--- config.mk ---
export PLATFORM = sky130hd
export DESIGN_NAME = rx_stream_gate
export DESIGN_NICKNAME = d
export VERILOG_FILES = /design/src/rtl/rx_gate_pkg.sv /design/src/rtl/rx_gate_regs.sv /design/src/rtl/rx_gate_fifo.sv /design/src/rtl/rx_gate_ctrl.sv /design/src/rtl/rx_stream_gate.sv
export SDC_FILE = /design/constraint.sdc
export NUM_CORES = 1
export LEC_CHECK = 0
export BUFFER_PORTS_ARGS = -buffer_cell sky130_fd_sc_hd__buf_2
export CAP_MARGIN = 20
export CORE_AREA = 10 10 264 266
export DETAILED_ROUTE_END_ITERATION = 10
export DIE_AREA = 0 0 274 276
export PLACE_DENSITY = 0.7
export SYNTH_ARGS = -nofsm -noshare
export SYNTH_HDL_FRONTEND = slang
export SYNTH_SLANG_ARGS = --single-unit
export TNS_END_PERCENT = 20
--- constraint.sdc ---
create_clock -name clk_i -period 4.2 [get_ports clk_i]
set_input_delay 0.84 -clock clk_i [delete_from_list [all_inputs] [get_ports clk_i]]
set_output_delay 0.84 -clock clk_i [all_outputs]
set_load 0.005 [all_outputs]
--- src/rtl/rx_gate_pkg.sv ---
package rx_gate_pkg;
  localparam int CNT_W  = 29;
  localparam int TIME_W = 64;

  // register offsets
  localparam int OFS_CMD   = 0;
  localparam int OFS_SECS  = 1;
  localparam int OFS_TICKS = 2;
  localparam int OFS_CLEAR = 3;
  localparam int OFS_SPP   = 7;

  // command word flag positions
  localparam int BIT_NOW    = 31;
  localparam int BIT_CHAIN  = 30;
  localparam int BIT_RELOAD = 29;

  typedef struct packed {
    logic             now;
    logic             chain;
    logic             reload;
    logic [CNT_W-1:0] cnt;
    logic [31:0]      secs;
    logic [31:0]      ticks;
  } cmd_t;

  typedef enum logic [1:0] {
    ST_IDLE,
    ST_WAIT,
    ST_RUN,
    ST_HALT
  } st_e;
endpackage

--- src/rtl/rx_gate_regs.sv ---
module rx_gate_regs
  import rx_gate_pkg::*;
#(
  parameter int ADDR_W  = 4,
  parameter int SPP_W   = 16,
  parameter int SPP_RST = 16
) (
  input  logic              clk_i,
  input  logic              rst_ni,
  input  logic              we_i,
  input  logic [ADDR_W-1:0] addr_i,
  input  logic [31:0]       wdata_i,
  output logic              push_o,
  output cmd_t              push_cmd_o,
  output logic              clear_o,
  output logic [SPP_W-1:0]  spp_o
);
  logic [31:0]      cmd_word_q;
  logic [31:0]      secs_q;
  logic [SPP_W-1:0] spp_q;

  logic hit_cmd, hit_secs, hit_ticks, hit_clear, hit_spp;

  assign hit_cmd   = we_i && (addr_i == ADDR_W'(OFS_CMD));
  assign hit_secs  = we_i && (addr_i == ADDR_W'(OFS_SECS));
  assign hit_ticks = we_i && (addr_i == ADDR_W'(OFS_TICKS));
  assign hit_clear = we_i && (addr_i == ADDR_W'(OFS_CLEAR));
  assign hit_spp   = we_i && (addr_i == ADDR_W'(OFS_SPP));

  always_ff @(posedge clk_i or negedge rst_ni) begin
    if (!rst_ni) begin
      cmd_word_q <= '0;
      secs_q     <= '0;
      spp_q      <= SPP_W'(SPP_RST);
    end else begin
      if (hit_cmd)  cmd_word_q <= wdata_i;
      if (hit_secs) secs_q     <= wdata_i;
      if (hit_spp)  spp_q      <= wdata_i[SPP_W-1:0];
    end
  end

  // tick write carries the whole staged command into the queue
  always_comb begin
    push_cmd_o.now    = cmd_word_q[BIT_NOW];
    push_cmd_o.chain  = cmd_word_q[BIT_CHAIN];
    push_cmd_o.reload = cmd_word_q[BIT_RELOAD];
    push_cmd_o.cnt    = cmd_word_q[CNT_W-1:0];
    push_cmd_o.secs   = secs_q;
    push_cmd_o.ticks  = wdata_i;
  end

  assign push_o  = hit_ticks;
  assign clear_o = hit_clear;
  assign spp_o   = spp_q;
endmodule

--- src/rtl/rx_gate_fifo.sv ---
module rx_gate_fifo #(
  parameter int W     = 96,
  parameter int DEPTH = 4
) (
  input  logic         clk_i,
  input  logic         rst_ni,
  input  logic         flush_i,
  input  logic         push_i,
  input  logic [W-1:0] din_i,
  input  logic         pop_i,
  output logic [W-1:0] dout_o,
  output logic         valid_o
);
  localparam int PTR_W = (DEPTH > 1) ? $clog2(DEPTH) : 1;
  localparam int CNT_W = $clog2(DEPTH + 1);

  logic [W-1:0]     mem_q [DEPTH];
  logic [PTR_W-1:0] wr_q, rd_q;
  logic [CNT_W-1:0] cnt_q;
  logic             do_push, do_pop;

  assign do_push = push_i && (cnt_q != CNT_W'(DEPTH));
  assign do_pop  = pop_i && (cnt_q != '0);

  always_ff @(posedge clk_i or negedge rst_ni) begin
    if (!rst_ni) begin
      wr_q  <= '0;
      rd_q  <= '0;
      cnt_q <= '0;
    end else if (flush_i) begin
      wr_q  <= '0;
      rd_q  <= '0;
      cnt_q <= '0;
    end else begin
      if (do_push) wr_q <= (wr_q == PTR_W'(DEPTH - 1)) ? '0 : wr_q + 1'b1;
      if (do_pop)  rd_q <= (rd_q == PTR_W'(DEPTH - 1)) ? '0 : rd_q + 1'b1;
      cnt_q <= cnt_q + CNT_W'(do_push) - CNT_W'(do_pop);
    end
  end

  always_ff @(posedge clk_i) begin
    if (do_push && !flush_i) mem_q[wr_q] <= din_i;
  end

  assign dout_o  = mem_q[rd_q];
  assign valid_o = (cnt_q != '0);
endmodule

--- src/rtl/rx_gate_ctrl.sv ---
module rx_gate_ctrl
  import rx_gate_pkg::*;
#(
  parameter int DATA_W = 32,
  parameter int SPP_W  = 16
) (
  input  logic              clk_i,
  input  logic              rst_ni,
  input  logic              clear_i,
  input  cmd_t              head_i,
  input  logic              head_valid_i,
  output logic              pop_o,
  input  logic [TIME_W-1:0] now_i,
  input  logic [SPP_W-1:0]  spp_i,
  input  logic              smp_valid_i,
  input  logic [DATA_W-1:0] smp_data_i,
  input  logic              dn_ready_i,
  output logic              out_valid_o,
  output logic [DATA_W-1:0] out_data_o,
  output logic              out_eop_o,
  output logic              busy_o,
  output logic              overflow_o,
  output logic              late_o,
  output logic              chain_err_o
);
  st_e               st_q, st_d;
  logic              chain_q, chain_d, reload_q, reload_d;
  logic [CNT_W-1:0]  cnt_q, cnt_d, left_q, left_d;
  logic [TIME_W-1:0] start_q, start_d;
  logic [SPP_W-1:0]  pkt_q, pkt_d;
  logic              ovf_q, ovf_d, cerr_q, cerr_d, late_q, late_d;
  logic              vld_q, eop_q, eop_d;
  logic [DATA_W-1:0] data_q;

  logic              take, overrun, last, pkt_end, launch;
  logic              head_late, head_stop;
  logic [TIME_W-1:0] head_start;

  assign head_start = {head_i.secs, head_i.ticks};
  assign head_stop  = (head_i.cnt == '0);
  assign head_late  = !head_i.now && (head_start < now_i);

  assign take    = (st_q == ST_RUN) && smp_valid_i && dn_ready_i;
  assign overrun = (st_q == ST_RUN) && smp_valid_i && !dn_ready_i;
  assign last    = take && (left_q == CNT_W'(1));
  assign pkt_end = (spp_i != '0) && (pkt_q == spp_i - 1'b1);

  always_comb begin
    st_d     = st_q;
    chain_d  = chain_q;
    reload_d = reload_q;
    cnt_d    = cnt_q;
    start_d  = start_q;
    left_d   = left_q;
    pkt_d    = pkt_q;
    ovf_d    = ovf_q;
    cerr_d   = cerr_q;
    late_d   = 1'b0;
    eop_d    = 1'b0;
    launch   = 1'b0;

    unique case (st_q)
      ST_IDLE: launch = head_valid_i;
      ST_WAIT: if (start_q <= now_i) st_d = ST_RUN;
      ST_RUN: begin
        if (overrun) begin
          ovf_d = 1'b1;
          st_d  = ST_HALT;
        end else if (take) begin
          left_d = left_q - 1'b1;
          if (last) begin
            if ((chain_q || reload_q) && head_valid_i) begin
              launch = 1'b1;
            end else if (reload_q) begin
              left_d = cnt_q;
            end else begin
              st_d   = ST_IDLE;
              cerr_d = chain_q;
            end
          end
          // a pass that reloads is not a burst end
          eop_d = pkt_end || (last && !(reload_q && !head_valid_i));
          pkt_d = eop_d ? '0 : pkt_q + 1'b1;
        end
      end
      ST_HALT: launch = head_valid_i;
      default: st_d = ST_IDLE;
    endcase

    if (launch) begin
      chain_d  = head_i.chain;
      reload_d = head_i.reload;
      cnt_d    = head_i.cnt;
      left_d   = head_i.cnt;
      start_d  = head_start;
      ovf_d    = 1'b0;
      cerr_d   = 1'b0;
      late_d   = head_late && !head_stop;
      if (st_q != ST_RUN) pkt_d = '0;
      if (head_stop || head_late) st_d = ST_IDLE;
      else if (head_i.now)        st_d = ST_RUN;
      else                        st_d = ST_WAIT;
    end

    if (clear_i) begin
      st_d   = ST_IDLE;
      pkt_d  = '0;
      ovf_d  = 1'b0;
      cerr_d = 1'b0;
      late_d = 1'b0;
      eop_d  = 1'b0;
    end
  end

  assign pop_o = launch && !clear_i;

  always_ff @(posedge clk_i or negedge rst_ni) begin
    if (!rst_ni) begin
      st_q     <= ST_IDLE;
      chain_q  <= 1'b0;
      reload_q <= 1'b0;
      cnt_q    <= '0;
      left_q   <= '0;
      start_q  <= '0;
      pkt_q    <= '0;
      ovf_q    <= 1'b0;
      cerr_q   <= 1'b0;
      late_q   <= 1'b0;
      vld_q    <= 1'b0;
      eop_q    <= 1'b0;
      data_q   <= '0;
    end else begin
      st_q     <= st_d;
      chain_q  <= chain_d;
      reload_q <= reload_d;
      cnt_q    <= cnt_d;
      left_q   <= left_d;
      start_q  <= start_d;
      pkt_q    <= pkt_d;
      ovf_q    <= ovf_d;
      cerr_q   <= cerr_d;
      late_q   <= late_d;
      vld_q    <= take && !clear_i;
      eop_q    <= eop_d;
      if (take) data_q <= smp_data_i;
    end
  end

  assign out_valid_o = vld_q;
  assign out_data_o  = data_q;
  assign out_eop_o   = eop_q;
  assign busy_o      = (st_q == ST_WAIT) || (st_q == ST_RUN);
  assign overflow_o  = ovf_q;
  assign late_o      = late_q;
  assign chain_err_o = cerr_q;
endmodule

--- src/rtl/rx_stream_gate.sv ---
module rx_stream_gate
  import rx_gate_pkg::*;
#(
  parameter int DATA_W  = 32,
  parameter int ADDR_W  = 4,
  parameter int SPP_W   = 16,
  parameter int SPP_RST = 16,
  parameter int QDEPTH  = 4
) (
  input  logic              clk_i,
  input  logic              rst_ni,
  input  logic              reg_we_i,
  input  logic [ADDR_W-1:0] reg_addr_i,
  input  logic [31:0]       reg_wdata_i,
  input  logic [31:0]       time_secs_i,
  input  logic [31:0]       time_ticks_i,
  input  logic              smp_valid_i,
  input  logic [DATA_W-1:0] smp_data_i,
  input  logic              dn_ready_i,
  output logic              out_valid_o,
  output logic [DATA_W-1:0] out_data_o,
  output logic              out_eop_o,
  output logic              busy_o,
  output logic              overflow_o,
  output logic              late_o,
  output logic              chain_err_o
);
  localparam int CMD_W = $bits(cmd_t);

  logic             push, clear, pop, head_valid;
  cmd_t             push_cmd, head;
  logic [CMD_W-1:0] head_raw;
  logic [SPP_W-1:0] spp;

  rx_gate_regs #(
    .ADDR_W (ADDR_W),
    .SPP_W  (SPP_W),
    .SPP_RST(SPP_RST)
  ) i_regs (
    .clk_i     (clk_i),
    .rst_ni    (rst_ni),
    .we_i      (reg_we_i),
    .addr_i    (reg_addr_i),
    .wdata_i   (reg_wdata_i),
    .push_o    (push),
    .push_cmd_o(push_cmd),
    .clear_o   (clear),
    .spp_o     (spp)
  );

  rx_gate_fifo #(
    .W    (CMD_W),
    .DEPTH(QDEPTH)
  ) i_fifo (
    .clk_i  (clk_i),
    .rst_ni (rst_ni),
    .flush_i(clear),
    .push_i (push),
    .din_i  (push_cmd),
    .pop_i  (pop),
    .dout_o (head_raw),
    .valid_o(head_valid)
  );

  assign head = cmd_t'(head_raw);

  rx_gate_ctrl #(
    .DATA_W(DATA_W),
    .SPP_W (SPP_W)
  ) i_ctrl (
    .clk_i       (clk_i),
    .rst_ni      (rst_ni),
    .clear_i     (clear),
    .head_i      (head),
    .head_valid_i(head_valid),
    .pop_o       (pop),
    .now_i       ({time_secs_i, time_ticks_i}),
    .spp_i       (spp),
    .smp_valid_i (smp_valid_i),
    .smp_data_i  (smp_data_i),
    .dn_ready_i  (dn_ready_i),
    .out_valid_o (out_valid_o),
    .out_data_o  (out_data_o),
    .out_eop_o   (out_eop_o),
    .busy_o      (busy_o),
    .overflow_o  (overflow_o),
    .late_o      (late_o),
    .chain_err_o (chain_err_o)
  );
endmodule

==> impl_metrics.json <==
{
  "cts_buffer_depth": 3,
  "post-synth-top-count-cell": "nand2_1",
  "reg2regPathDepth": 11,
  "finalCriticalPeriod_ns": 3.864,
  "initial_core_util_pct": 44.84,
  "rsz0062_at_grt": "false",
  "pre_cts_slack_ns": -0.06344,
  "critPathKind": "reg2reg",
  "cellLeakagePower_nw": 13.53,
  "synth_warnings": 0,
  "fmax_ghz": 0.2588,
  "drtIter0Drc": 1595,
  "antenna_found_initial": 7,
  "max_stage_delay_ns": 0.79,
  "crit_fanout": 34,
  "final_nets": 2625,
  "cts_tree": "done",
  "worst_slew_pin_slew_ns": 0.9928,
  "power_mw": 21.83,
  "drt-vias-per-instance": 5.618,
  "grt_pass1_wl_mm": 111.7,
  "gp_congestion": 0.8465,
  "finalSetupViolations": 0,
  "cp_cell_sequence": "mux4_2 -> ha_1 -> nand4_1 -> nor3_1 -> nand3_1 -> a2111oi_2 -> buf_4 -> o31ai_2 -> a221oi_2 -> o311ai_0 -> o31ai_1",
  "clock_latency_ns": 0.61,
  "dp_hpwl_mm": 49.30,
  "ctsHoldBuffers": 0,
  "synth_area_leaders": "edfxtp_1 (40%), dfrtp_1 (23%), mux4_2 (7.5%), ha_1 (6.1%), nand2_1 (5.7%)",
  "clkTransAtPathRegs_ns": 0.06,
  "setup_slack_ns": 0.3364,
  "ctsRootBufferMaster": "clkbuf_16",
  "synth_top_area_cell": "edfxtp_1",
  "wl_per_cell_microns": 22.15,
  "routed-via-count": 18300,
  "finalHoldViolCount": 0,
  "syn_area_sq_um": 28750,
  "cts_max_level": 3,
  "die_area_sq_um": 75620,
  "cap_violations": 0,
  "area_delta_synth_final_pct": 15.43,
  "die_h_microns": 276,
  "synth_area_per_cell_sq_um": 13.44,
  "cp.depth": 11,
  "path_buf_inv": 1,
  "rows": 93,
  "ys_types": 71,
  "crit_required_ns": 4.70,
  "path_delay_family": "compound AO/OA/AOI/OAI gates",
  "clock_sinks": 650,
  "grt_start_max_net_pins": 108,
  "ys_dominant_reg_cell": "edfxtp_1",
  "ys_seq_elements": 650,
  "cp_slowest_cell": "dfrtp_4",
  "finalMaxSlewViolations": 0,
  "cp_data_arrival_time_ns": 4.37,
  "routed_wirelength_mm": 72.14,
  "die_w_microns": 274,
  "hold_class": "in2async",
  "status": "completed",
  "end_kind": "flop",
  "synthArstFlopShare_pct": 40.92,
  "worstSetupStartpointType": "flop",
  "grt_pass1_vias": 18930,
  "ir_worst_vdd_mv": 0.5990,
  "syn_inst": 2139,
  "powerDensity_nw_per_um2": 657.8,
  "slew_headroom_pct": 33.74,
  "yosysSeqAreaShare_pct": 63.26,
  "cts_made_buffers": 66,
  "antenna_left": 0,
  "gr-usage-all-layers_pct": 18.93,
  "overflow": 0,
  "core_sq_um": 64120,
  "synth_nets": 2417,
  "synth_top_cells_by_count": "nand2_1 (434), edfxtp_1 (384), dfrtp_1 (265)",
  "netlist.area_leader.share_pct": 40.11,
  "drc": 0,
  "io_buffer_count": 174,
  "drive_above_1_share_pct": 22.34,
  "ios": 175,
  "skew_ns": 0.03030,
  "timing.final.crit_share_pct": 91.99,
  "first_pass_iters": 6,
  "synth_edf_count": 384
}
metal layers:
metal | global-route usage [%] | vias to the layer above | routed length (microns)
met5 | 0 | - | 13
met1 | 24.21 | 9339 | 29300
met3 | 2.614 | 110 | 4079
li1 | - | 8256 | -
met4 | 7.152 | 2 | 2204
met2 | 32.20 | 591 | 36540
cell usage in the layout, fill, tap and decap left out, types with 6 or more instances in the layout:
| cell | Yosys | layout |
|---|---|---|
| dfrtp_1 | 265 | 263 |
| buf_4 | 1 | 34 |
| buf_12 | 0 | 15 |
| a21o_1 | 11 | 11 |
| clkbuf_1 | 58 | 12 |
| clkinv_1 | 0 | 10 |
| nor2b_1 | 10 | 10 |
| clkbuf_16 | 0 | 71 |
| a31oi_1 | 9 | 9 |
| a21oi_1 | 87 | 87 |
| buf_2 | 13 | 173 |
| or4_1 | 6 | 6 |
| inv_1 | 95 | 95 |
| a211oi_1 | 9 | 9 |
| o22ai_1 | 8 | 8 |
| mux2_2 | 83 | 83 |
| o21ai_0 | 66 | 66 |
| clkinv_2 | 0 | 8 |
| xor2_1 | 17 | 17 |
| nor3_1 | 24 | 23 |
| ha_1 | 140 | 140 |
| mux4_2 | 96 | 96 |
| clkbuf_8 | 0 | 7 |
| nand4_1 | 35 | 35 |
| nand2b_1 | 9 | 9 |
| and3_1 | 7 | 6 |
| nand3_1 | 30 | 28 |
| nand2_1 | 434 | 434 |
| nor4_1 | 17 | 17 |
| edfxtp_1 | 384 | 384 |
| xnor2_1 | 19 | 19 |
| nor2_1 | 89 | 89 |
| or3_1 | 7 | 7 |
sequential cells by signal (all words and copies together), names as in the netlist:
name                cells
i_regs.spp_o           16
i_fifo.rd_q             2
i_regs.cmd_word_q      32
i_fifo.mem_q          384
i_ctrl.pkt_q           16
i_ctrl.st_q             2
i_fifo.cnt_q            3
i_ctrl.left_q          29
i_ctrl.out_eop_o        1
i_fifo.wr_q             2
i_ctrl.start_q         64
i_ctrl.cnt_q           29
i_ctrl.chain_q          1
i_ctrl.out_valid_o      1
i_regs.secs_q          32
i_ctrl.chain_err_o      1
i_ctrl.reload_q         1
i_ctrl.out_data_o      32
i_ctrl.overflow_o       1
i_ctrl.late_o           1
per-stage QoR:
stage	instances	hold WS [ns]	TNS, ns	utilization (%)	instance area (sq um)
global route	3256	0.3764	0	51.76	33180
finish	3257	0.3260	0	51.76	33190
global placement	3126	0.4519	-0.05667	48.20	30900
floorplan	2139	0.4406	-232.74	-	28750
detailed placement	3126	0.4620	-0.06344	48.20	30900
CTS	3246	0.3431	0	51.61	33090
area by class of cell:
class / count / area [sq um]
tap: 855 / 1070
inverter: 95 / 356.6
multi-input combinational: 1311 / 9938
antenna: 3 / 7.507
clock inverter: 30 / 264.0
timing repair buffer: 223 / 1436
clock buffer: 90 / 1918
fill: 5197 / 30930
sequential: 650 / 18200
final timing paths:
check                                                  from                                 to  slack, ns
setup / recovery                 i_fifo.rd_q[1]$_DFFE_PN0P_         i_ctrl.st_q[0]$_DFFE_PN0P_       0.34
hold / removal                                       rst_ni   i_ctrl.out_data_o[0]$_DFFE_PN0N_       0.33
setup reg to reg                 i_fifo.rd_q[1]$_DFFE_PN0P_         i_ctrl.st_q[0]$_DFFE_PN0P_       0.34
hold reg to reg            i_ctrl.out_data_o[7]$_DFFE_PN0N_   i_ctrl.out_data_o[7]$_DFFE_PN0N_       0.47
max in group asynchronous                            rst_ni        i_regs.spp_o[4]$_DFFE_PN1P_       2.92
min in group clk_i                           smp_data_i[14]  i_ctrl.out_data_o[14]$_DFFE_PN0N_       0.43
report_power, final:
part           internal (mW)  total [mW]  switching (mW)
clock                   3.41        5.86            2.46
sequential              8.04        8.94           0.900
combinational           2.89        7.02            4.13
total                   14.3        21.8            7.49
cell families (layout without fill, tap and decap cells):
| family | Yosys count | in the layout | synth area share [%] |
|---|---|---|---|
| muxes | 182 | 182 | 10.88 |
| and+or+nand+nor | 699 | 699 | 10.81 |
| xor gates and xnor gates | 36 | 36 | 1.097 |
| AOI/OAI and AO/OA | 253 | 253 | 5.397 |
| buffers and inverters | 178 | 438 | 2.394 |
| other | 0 | 3 | 0 |
| DFF | 650 | 650 | 63.26 |
| adders and majority gates | 141 | 141 | 6.162 |
worst reg2reg max path: stages (launching register included):
cell	delay, ns
dfrtp_4	0.79
mux4_2	0.45
ha_1	0.33
nand4_1	0.13
nor3_1	0.30
nand3_1	0.35
a2111oi_2	0.50
buf_4	0.19
o31ai_2	0.07
a221oi_2	0.34
o311ai_0	0.20
o31ai_1	0.12
repair_timing:
item,CTS,global route
gates resized for setup,2,4
setup buffers,0,8
setup endpoints to repair,2,2
(Power assumes the default switching activity.)
